File: config.mk
export PLATFORM = sky130hd
export DESIGN_NAME = ipr_bank
export DESIGN_NICKNAME = d
export VERILOG_FILES = /design/src/rtl/ipr_pkg.sv /design/src/rtl/ipr_access.sv /design/src/rtl/ipr_pte_view.sv /design/src/rtl/ipr_flush_gen.sv /design/src/rtl/ipr_bank.sv
export SDC_FILE = /design/constraint.sdc
export NUM_CORES = 2
export LEC_CHECK = 0
export BUFFER_PORTS_ARGS = -buffer_cell sky130_fd_sc_hd__buf_2
export CAP_MARGIN = 20
export CORE_MARGIN = 2
export CORE_UTILIZATION = 57
export DETAILED_ROUTE_END_ITERATION = 10
export GPL_ROUTABILITY_DRIVEN = 1
export PLACE_DENSITY = 0.76
export SLEW_MARGIN = 5
export SYNTH_ARGS = -nofsm -noshare
export SYNTH_HDL_FRONTEND = slang
export SYNTH_HIERARCHICAL = 1
export SYNTH_SLANG_ARGS = --single-unit
File: constraint.sdc
create_clock -name clk -period 6.9 [get_ports clk]
set_input_delay 0.345 -clock clk [delete_from_list [all_inputs] [get_ports clk]]
set_output_delay 0.345 -clock clk [all_outputs]
set_load 0.01 [all_outputs]
File: src/rtl/ipr_pkg.sv
// Package: index map, write filters and access rules of the control register bank.
// Assumes 64-bit entries and a 6-bit index space.
package ipr_pkg;

    localparam int DATA_W = 64;
    localparam int IDX_W  = 6;
    localparam int NREG   = 1 << IDX_W;
    localparam int ASN_W  = 7;
    localparam int NSCRATCH = 24;

    localparam logic [IDX_W-1:0] IX_HBASE     = 6'd24;
    localparam logic [IDX_W-1:0] IX_RESTART   = 6'd25;
    localparam logic [IDX_W-1:0] IX_ASTREQ    = 6'd26;
    localparam logic [IDX_W-1:0] IX_ASTEN     = 6'd27;
    localparam logic [IDX_W-1:0] IX_IPL       = 6'd28;
    localparam logic [IDX_W-1:0] IX_CMODE     = 6'd29;
    localparam logic [IDX_W-1:0] IX_AMODE     = 6'd30;
    localparam logic [IDX_W-1:0] IX_SWREQ     = 6'd31;
    localparam logic [IDX_W-1:0] IX_CSR       = 6'd32;
    localparam logic [IDX_W-1:0] IX_IVPT      = 6'd33;
    localparam logic [IDX_W-1:0] IX_DVPT      = 6'd34;
    localparam logic [IDX_W-1:0] IX_ICMODE    = 6'd35;
    localparam logic [IDX_W-1:0] IX_DCMODE    = 6'd36;
    localparam logic [IDX_W-1:0] IX_IASN      = 6'd37;
    localparam logic [IDX_W-1:0] IX_DASN      = 6'd38;
    localparam logic [IDX_W-1:0] IX_EXSUM     = 6'd39;
    localparam logic [IDX_W-1:0] IX_EXMSK     = 6'd40;
    localparam logic [IDX_W-1:0] IX_MEMCTL    = 6'd41;
    localparam logic [IDX_W-1:0] IX_FVA       = 6'd42;
    localparam logic [IDX_W-1:0] IX_RO_LAST   = 6'd47;
    localparam logic [IDX_W-1:0] IX_WO_FIRST  = 6'd48;
    localparam logic [IDX_W-1:0] IX_DINV_ALL  = 6'd52;
    localparam logic [IDX_W-1:0] IX_DINV_PROC = 6'd53;
    localparam logic [IDX_W-1:0] IX_DINV_ADDR = 6'd54;
    localparam logic [IDX_W-1:0] IX_IINV_ALL  = 6'd55;
    localparam logic [IDX_W-1:0] IX_IINV_PROC = 6'd56;
    localparam logic [IDX_W-1:0] IX_IINV_ADDR = 6'd57;
    localparam logic [IDX_W-1:0] IX_PTE       = 6'd58;

    localparam logic [DATA_W-1:0] MEMCTL_RESET = 64'h6;

    typedef enum logic [2:0] {
        FL_NONE   = 3'd0,
        FL_D_ALL  = 3'd1,
        FL_D_PROC = 3'd2,
        FL_D_ADDR = 3'd3,
        FL_I_ALL  = 3'd4,
        FL_I_PROC = 3'd5,
        FL_I_ADDR = 3'd6
    } flush_e;

    typedef struct packed {
        logic [26:0]      ppn;
        logic [3:0]       rd_en;
        logic [3:0]       wr_en;
        logic             flt_rd;
        logic             flt_wr;
        logic             asm_all;
        logic [ASN_W-1:0] asn;
    } pte_t;

    // Read access rule: scratch through memory control except alt mode, read-only group, PTE view.
    function automatic logic idx_readable(input logic [IDX_W-1:0] idx);
        if (idx == IX_AMODE)   return 1'b0;
        if (idx <= IX_RO_LAST) return 1'b1;
        return (idx == IX_PTE);
    endfunction

    // Write access rule: everything up to memory control, plus the write-only group and PTE.
    function automatic logic idx_writable(input logic [IDX_W-1:0] idx);
        if (idx <= IX_MEMCTL) return 1'b1;
        return (idx >= IX_WO_FIRST) && (idx <= IX_PTE);
    endfunction

    // Per-entry write filter: returns the value that is stored.
    function automatic logic [DATA_W-1:0] wr_filter(input logic [IDX_W-1:0] idx,
                                                    input logic [DATA_W-1:0] v);
        case (idx)
            IX_RESTART:               return v & ~64'h2;
            IX_ASTREQ, IX_ASTEN:      return v & 64'hF;
            IX_IPL:                   return v & 64'h1F;
            IX_CMODE, IX_AMODE:       return v & 64'h18;
            IX_SWREQ:                 return v & 64'h7_FFF0;
            IX_CSR:                   return v & 64'hFF_FFFF_0300;
            IX_IVPT, IX_DVPT:         return v & 64'hFFFF_FFFF_C000_0000;
            IX_ICMODE, IX_DCMODE:     return v & 64'h3F;
            IX_IASN:                  return v & 64'h7F0;
            IX_DASN:                  return v & 64'hFE00_0000_0000_0000;
            IX_EXSUM, IX_EXMSK,
            IX_DINV_ALL, IX_DINV_PROC,
            IX_IINV_ALL, IX_IINV_PROC: return '0;
            default:                  return v;
        endcase
    endfunction

    // Split a written word into stored PTE fields, capturing the supplied ASN.
    function automatic pte_t pte_unpack(input logic [DATA_W-1:0] w, input logic [ASN_W-1:0] a);
        pte_t p;
        p.ppn     = w[58:32];
        p.rd_en   = w[11:8];
        p.wr_en   = w[15:12];
        p.flt_rd  = w[1];
        p.flt_wr  = w[2];
        p.asm_all = w[4];
        p.asn     = a;
        return p;
    endfunction

    // Assemble the packed read view from stored fields (ASN overlays the top bits).
    function automatic logic [DATA_W-1:0] pte_pack(input pte_t p);
        logic [DATA_W-1:0] r;
        r = '0;
        r[58:32] = p.ppn;
        r[11:8]  = p.rd_en;
        r[15:12] = p.wr_en;
        r[1]     = p.flt_rd;
        r[2]     = p.flt_wr;
        r[4]     = p.asm_all;
        r[63:57] = r[63:57] | p.asn;
        return r;
    endfunction

endpackage

File: src/rtl/ipr_access.sv
// Access decoder: decides whether the current read and write are legal and
// produces the filtered write value. Assumes squash only qualifies writes.
module ipr_access
    import ipr_pkg::*;
(
    input  logic              wr_en,
    input  logic              squash,
    input  logic [IDX_W-1:0]  wr_idx,
    input  logic [DATA_W-1:0] wr_data,
    input  logic [IDX_W-1:0]  rd_idx,
    output logic              wr_do,
    output logic              wr_fault,
    output logic [DATA_W-1:0] wr_val,
    output logic              rd_ok
);
    logic wr_legal;

    // Classify the write and compute its stored value.
    always_comb begin
        wr_legal = idx_writable(wr_idx);
        wr_do    = wr_en && !squash && wr_legal;
        wr_fault = wr_en && !squash && !wr_legal;
        wr_val   = wr_filter(wr_idx, wr_data);
    end

    // Classify the read.
    always_comb begin
        rd_ok = idx_readable(rd_idx);
    end
endmodule

File: src/rtl/ipr_pte_view.sv
// PTE holder: captures fields of a written page-table-entry word together
// with the data ASN current at that time, and serves the packed read view.
module ipr_pte_view
    import ipr_pkg::*;
(
    input  logic              clk,
    input  logic              rst_n,
    input  logic              load,
    input  logic [DATA_W-1:0] word,
    input  logic [ASN_W-1:0]  asn_now,
    output logic [DATA_W-1:0] view
);
    pte_t fields_q;

    // Capture the fields on an accepted write.
    always_ff @(posedge clk) begin
        if (!rst_n)    fields_q <= '0;
        else if (load) fields_q <= pte_unpack(word, asn_now);
    end

    // Present the packed layout.
    always_comb begin
        view = pte_pack(fields_q);
    end


    pte_asn_capture_chk: assert property (@(posedge clk) disable iff (!rst_n)
        load |=> view[63:59] == $past(asn_now[6:2]));

    pte_low_flags_chk: assert property (@(posedge clk) disable iff (!rst_n)
        load |=> (view[4] == $past(word[4])) && (view[2:1] == $past(word[2:1])));
endmodule

File: src/rtl/ipr_flush_gen.sv
// Maintenance command generator: turns accepted writes to invalidate entries
// into a one-cycle registered command with address and ASN.
module ipr_flush_gen
    import ipr_pkg::*;
(
    input  logic              clk,
    input  logic              rst_n,
    input  logic              wr_do,
    input  logic [IDX_W-1:0]  wr_idx,
    input  logic [DATA_W-1:0] wr_data,
    input  logic [ASN_W-1:0]  dasn,
    input  logic [ASN_W-1:0]  iasn,
    output flush_e            kind,
    output logic [DATA_W-1:0] addr,
    output logic [ASN_W-1:0]  asn
);
    // Register the command; it lasts one cycle unless renewed.
    always_ff @(posedge clk) begin
        if (!rst_n) begin
            kind <= FL_NONE;
            addr <= '0;
            asn  <= '0;
        end else begin
            kind <= FL_NONE;
            if (wr_do) begin
                case (wr_idx)
                    IX_DINV_ALL:  kind <= FL_D_ALL;
                    IX_DINV_PROC: kind <= FL_D_PROC;
                    IX_IINV_ALL:  kind <= FL_I_ALL;
                    IX_IINV_PROC: kind <= FL_I_PROC;
                    IX_DINV_ADDR: begin
                        kind <= FL_D_ADDR;
                        addr <= wr_data;
                        asn  <= dasn;
                    end
                    IX_IINV_ADDR: begin
                        kind <= FL_I_ADDR;
                        addr <= wr_data;
                        asn  <= iasn;
                    end
                    default: kind <= FL_NONE;
                endcase
            end
        end
    end


    flush_dall_chk: assert property (@(posedge clk) disable iff (!rst_n)
        (wr_do && wr_idx == IX_DINV_ALL) |=> kind == FL_D_ALL);

    flush_iaddr_chk: assert property (@(posedge clk) disable iff (!rst_n)
        (wr_do && wr_idx == IX_IINV_ADDR) |=> (kind == FL_I_ADDR) && (addr == $past(wr_data)));

    flush_idle_chk: assert property (@(posedge clk) disable iff (!rst_n)
        !wr_do |=> kind == FL_NONE);
endmodule

File: src/rtl/ipr_bank.sv
// Control register bank top: storage for 64 entries, read mux with fault
// and PTE view, interrupt-status lock, and maintenance command outputs.
// Assumes synchronous active-low reset and a combinational read port.
module ipr_bank
    import ipr_pkg::*;
#(
    parameter logic [63:0] HBASE_RESET = 64'h0000_0000_0001_0000
) (
    input  logic        clk,
    input  logic        rst_n,
    input  logic        squash,
    input  logic        wr_en,
    input  logic [5:0]  wr_idx,
    input  logic [63:0] wr_data,
    output logic        wr_fault,
    input  logic        rd_en,
    input  logic [5:0]  rd_idx,
    output logic [63:0] rd_data,
    output logic        rd_fault,
    input  logic        lock_set,
    output logic        lock_q,
    output logic [2:0]  flush_kind,
    output logic [63:0] flush_addr,
    output logic [6:0]  flush_asn
);
    logic [DATA_W-1:0] regs_q [NREG];
    logic              wr_do;
    logic [DATA_W-1:0] wr_val;
    logic              rd_ok;
    logic [DATA_W-1:0] pte_rd;
    flush_e            fl_kind;
    logic [ASN_W-1:0]  dasn_cur;
    logic [ASN_W-1:0]  iasn_cur;

    ipr_access u_access (
        .wr_en    (wr_en),
        .squash   (squash),
        .wr_idx   (wr_idx),
        .wr_data  (wr_data),
        .rd_idx   (rd_idx),
        .wr_do    (wr_do),
        .wr_fault (wr_fault),
        .wr_val   (wr_val),
        .rd_ok    (rd_ok)
    );

    // Pick out the ASN fields the side-effect logic depends on.
    always_comb begin
        dasn_cur = regs_q[IX_DASN][63:57];
        iasn_cur = regs_q[IX_IASN][10:4];
    end

    // Entry storage with per-entry reset values.
    always_ff @(posedge clk) begin
        if (!rst_n) begin
            for (int i = 0; i < NREG; i++) regs_q[i] <= '0;
            regs_q[IX_HBASE]  <= HBASE_RESET;
            regs_q[IX_MEMCTL] <= MEMCTL_RESET;
        end else if (wr_do) begin
            regs_q[wr_idx] <= wr_val;
        end
    end

    ipr_pte_view u_pte (
        .clk     (clk),
        .rst_n   (rst_n),
        .load    (wr_do && (wr_idx == IX_PTE)),
        .word    (wr_data),
        .asn_now (dasn_cur),
        .view    (pte_rd)
    );

    ipr_flush_gen u_flush (
        .clk     (clk),
        .rst_n   (rst_n),
        .wr_do   (wr_do),
        .wr_idx  (wr_idx),
        .wr_data (wr_data),
        .dasn    (dasn_cur),
        .iasn    (iasn_cur),
        .kind    (fl_kind),
        .addr    (flush_addr),
        .asn     (flush_asn)
    );

    assign flush_kind = fl_kind;

    // Read mux: zero on fault, packed view for the PTE entry.
    always_comb begin
        rd_fault = !rd_ok;
        rd_data  = '0;
        if (rd_ok) rd_data = (rd_idx == IX_PTE) ? pte_rd : regs_q[rd_idx];
    end

    // Interrupt-status lock: a read of the faulting-address entry releases it.
    always_ff @(posedge clk) begin
        if (!rst_n)                           lock_q <= 1'b0;
        else if (rd_en && rd_idx == IX_FVA)   lock_q <= 1'b0;
        else if (lock_set)                    lock_q <= 1'b1;
    end


    restart_bit1_chk: assert property (@(posedge clk) disable iff (!rst_n)
        regs_q[IX_RESTART][1] == 1'b0);

    ast_width_chk: assert property (@(posedge clk) disable iff (!rst_n)
        (regs_q[IX_ASTEN][63:4] == '0) && (regs_q[IX_ASTREQ][63:4] == '0));

    exsum_clear_chk: assert property (@(posedge clk) disable iff (!rst_n)
        (wr_en && !squash && wr_idx == IX_EXSUM) |=> regs_q[IX_EXSUM] == '0);

    squash_hold_chk: assert property (@(posedge clk) disable iff (!rst_n)
        (wr_en && squash && wr_idx == IX_IPL) |=> $stable(regs_q[IX_IPL]));

    unlock_chk: assert property (@(posedge clk) disable iff (!rst_n)
        (rd_en && rd_idx == IX_FVA) |=> !lock_q);

    fault_zero_chk: assert property (@(posedge clk) disable iff (!rst_n)
        rd_fault |-> rd_data == '0);
endmodule

==> run_results.csv <==
group,metric,value,unit
worst_setup_path,worst-path-max-fanout,68,
floorplan,start_util,57.2,%
routing,route.detailed.wl_per_inst,31.6,microns
final_layout,layout.cells.non_filler,16714,
worst_setup_path,critPathLaunch,"rd_idx[0]",
logic_synthesis,synth.top_cells.by_count,"4052 x sky130_fd_sc_hd__and2_1, 4032 x sky130_fd_sc_hd__edfxtp_1, 991 x sky130_fd_sc_hd__clkbuf_1, 896 x sky130_fd_sc_hd__mux4_2, 436 x sky130_fd_sc_hd__mux2i_1",
clock_network,clock_tree.htree_level_count,5,
routing,dr_total_vias,108947,
global_route,globalRouteOverflowTotal,0,
routing,post_drt_via_cell_ratio,6.52,
logic_synthesis,synthMostInstantiatedCell,"sky130_fd_sc_hd__and2_1",
logic_synthesis,synth.area.top_cells,"sky130_fd_sc_hd__edfxtp_1 64%, sky130_fd_sc_hd__and2_1 13%, sky130_fd_sc_hd__mux4_2 11%",
clock_network,clk_root_buffer_cell,"sky130_fd_sc_hd__clkbuf_16",
power_and_ir_drop,netSwitchingFraction,23.4,%
timing,max_slew.worst_pin.slew,1290,ps
min_path,hold_path.class,"in -> reg",
placed_design,post-dp-hpwl,312,mm
run_status,status,"finished clean",
floorplan,num_io_pins,223,
timing,final_setup_violations,0,
routing,routed_wl,528,mm
logic_synthesis,count_of_flip_flops_with_a_built_in_enable_after_synthesis,4032,
routing,drcViolationCount,0,
run,maxCapViolations,0,
placed_design,placement.io_buffers,222,
power_and_ir_drop,cell_internal_pwr,42.8,mW
worst_setup_path,critical_path.endpoint_type,"output pin",
timing,min_period,4740,ps
logic_synthesis,cell_taking_the_most_area_after_synthesis,"sky130_fd_sc_hd__edfxtp_1",
worst_setup_path,arrival,4390,ps
floorplan,die_area,336000,sq um
logic_synthesis,syn-cell-area,189000,sq um
timing,setup-tns-final,0,ps
clock_network,clock_sinks,4152,
final_layout,layout-drive-gt1-share,18.8,%
clock_network,tritoncts_clock_tree,"yes",
placed_design,place.gp.congestion,0.891,
floorplan,placeableCoreArea,330000,sq um
logic_synthesis,postSynthAreaPerCell,15.4,sq um
worst_setup_path,worst-r2r-setup-slack,5070,ps
worst_setup_path,crit_required,6550,ps
logic_synthesis,synth_async_sr_flop_share,0,%
worst_setup_path,regToRegStartpoint,"lock_q$_SDFFE_PP0P_",
placed_design,dp.cells,15837,
power_and_ir_drop,power_per_cell_area,268,nW/um^2
floorplan,height_of_the_die,579,microns
power_and_ir_drop,combPwrFrac,8.3,%
worst_setup_path,worst_path_max_delay_cell,"sky130_fd_sc_hd__buf_4",
clock_network,clkSlewWorstSetupHoldPaths,60,ps
timing,clock.fmax,211,MHz
power_and_ir_drop,total_leakage_power,72.0,nW
logic_synthesis,yosysWarnings,6,
timing,final_hold_viol_count,0,
worst_setup_path,crit_path_cell_trace,"buf_12 -> buf_4 -> buf_12 -> mux4_2 -> a22oi_1 -> nand3_1 -> a32o_1 -> buf_2",
worst_setup_path,crit_top_cell,"sky130_fd_sc_hd__buf_12",
clock_network,tritoncts_buffers,408,
power_and_ir_drop,psw,13.0,mW
logic_synthesis,seq_area_frac_synth,65.4,%
logic_synthesis,synth.top_cell.area_share,64.1,%
routing,detail_route.first_pass.iterations,9,
logic_synthesis,synth_cells,12268,
routing,drt.antenna.violating_nets,0,
timing,fin_crit_sh,68.6,%
timing,slew-limit-headroom,13.7,%
power_and_ir_drop,pwr-share-clk,39.4,%
global_route,grt_first_pass_wirelength,758,mm
clock_network,clock_insertion_delay_worst_skew,960,ps
global_route,grt_max_degree,119,
global_route,antenna_violations_before_repair,22,
worst_setup_path,crit_type,"in -> out",
logic_synthesis,ys_seq_elements,4152,
timing,count_of_final_max_slew_check_failures,0,
power_and_ir_drop,worst_ir_drop_vdd,0.244,mV
logic_synthesis,postSynth.topFlopCell,"sky130_fd_sc_hd__edfxtp_1",
routing,drt_iter0_markers,15622,
worst_setup_path,critPathMaxStageDelay,680,ps
global_route,grt_overall_usage,31.2,%
min_path,timing.hold.worst.start,"wr_data[20]",
clock_network,cts_setup_buffers,0,
power_and_ir_drop,p_seq_share,52.3,%
final_layout,finalNetCount,12074,
logic_synthesis,synth_cell_type_count,70,
worst_setup_path,element_type_at_the_critical_path_start,"input port",
clock_network,cts_max_path_buffers,4,
global_route,number_of_global_route_vias_before_repair,109145,
timing,grt_setup_unrepaired,"no",
timing,maximum_clock_skew_at_final_layout,19.1,ps
final_layout,final_util,63.2,%
floorplan,placement_rows,211,
floorplan,floorplan.die.width,579,microns
final_layout,areaGrowthSynthToFinish,10.5,%
-- per-layer routing --
layer	global-route usage [%]	up-vias	part of all wire [%]
met5	0.0567	-	0.0047
met4	18.8	4	7.0
met3	5.40	1283	11
met2	48.3	7099	46
met1	41.8	55949	36
li1	-	44612	-
-- repair_timing --
action | in CTS | in global routing
setup endpoints to repair | 0 | 0
hold buffers | 101 | 0
endpoints found under the hold margin | 128 | 0
gates resized for setup | 0 | 0
-- power by group through the flow --
stage / Sequential [mW] / Clock (mW) / Combinational (mW)
after floorplan: 29.7 / 0 / 2.66
after global placement: 29.6 / 0 / 4.45
after detailed placement: 29.7 / 0 / 4.52
after CTS: 29.2 / 22.1 / 4.57
after global routing: 29.3 / 23.0 / 4.77
final: 29.2 / 22.0 / 4.65
-- final timing paths --
check | to | depth (start not counted)
setup / recovery | rd_data[35] | 8
hold / removal | u_flush/addr[20]$_SDFFE_PN0P_ | 4
hold reg to reg | u_flush/addr[35]$_SDFFE_PN0P_ | 2
setup reg to reg | lock_q$_SDFFE_PP0P_ | 3
-- layout by cell type (no fill, tap or decap), types with 68 or more instances in the layout --
cell type                          n
sky130_fd_sc_hd__a22oi_1         129
sky130_fd_sc_hd__and2_1         4029
sky130_fd_sc_hd__buf_2           216
sky130_fd_sc_hd__buf_4           273
sky130_fd_sc_hd__clkbuf_1        102
sky130_fd_sc_hd__clkbuf_16       416
sky130_fd_sc_hd__clkinv_1         86
sky130_fd_sc_hd__clkinv_2         76
sky130_fd_sc_hd__dfxtp_1         120
sky130_fd_sc_hd__dlygate4sd3_1   101
sky130_fd_sc_hd__edfxtp_1       4032
sky130_fd_sc_hd__mux2i_1         436
sky130_fd_sc_hd__mux4_2          896
sky130_fd_sc_hd__nand2_1         167
sky130_fd_sc_hd__nand3_1         135
sky130_fd_sc_hd__nor2_4           82
sky130_fd_sc_hd__o21ai_4          68
sky130_fd_sc_hd__o22a_1          127
-- per-stage QoR --
step                instance area (sq um)  setup WS [ps]  power (mW)  hold slack [ps]
floorplan                          189000           -289        32.4              424
global placement                   194000           1920        34.0              438
detailed placement                 194000           1840        34.2              447
CTS                                208000           2260        55.8              106
global route                       209000           2150        57.0              147
finish                             209000           2160        55.8              191
-- flip-flops by register name, indices dropped and copies added, names as in the netlist --
register and count:
regs_q 4032, u_flush/addr 64, u_pte/view 36, u_pte/fields_q 9, u_flush/asn 7, u_flush/kind 3, lock_q 1
-- critical path, delay by kind of cell --
kind / cells / cell delay [ps]
buffers and inverters: 4 / 1680
AO/OA/AOI/OAI: 2 / 880
multiplexers: 1 / 600
AND/OR/NAND/NOR: 1 / 430
-- area by class of cell --
class                   instances  area [sq um]
diodes                         11          27.5
clock buffers                 528         10900
clock inverters               227          2120
fillers                     22645        121000
inverters                       6          30.0
multi-input cells            6768         61000
flip-flops and latches       4152        123000
well taps                    4366          5460
repair buffers                656          5500
-- cells by family (layout without fill, tap and decap cells) --
| family | count (synthesis) | in the layout | share of synthesized area (%) |
|---|---|---|---|
| AOI/OAI and AO/OA | 754 | 754 | 3.22 |
| xor gates and xnor gates | 2 | 2 | 0.00928 |
| buffers and inverters | 1368 | 1417 | 3.13 |
| DFF | 4152 | 4152 | 65.4 |
| muxes | 1398 | 1398 | 13.4 |
| other | 1 | 32 | 0.00199 |
| and+or+nand+nor | 4593 | 4593 | 14.8 |
Note: power is estimated with default switching activity, not from simulation.
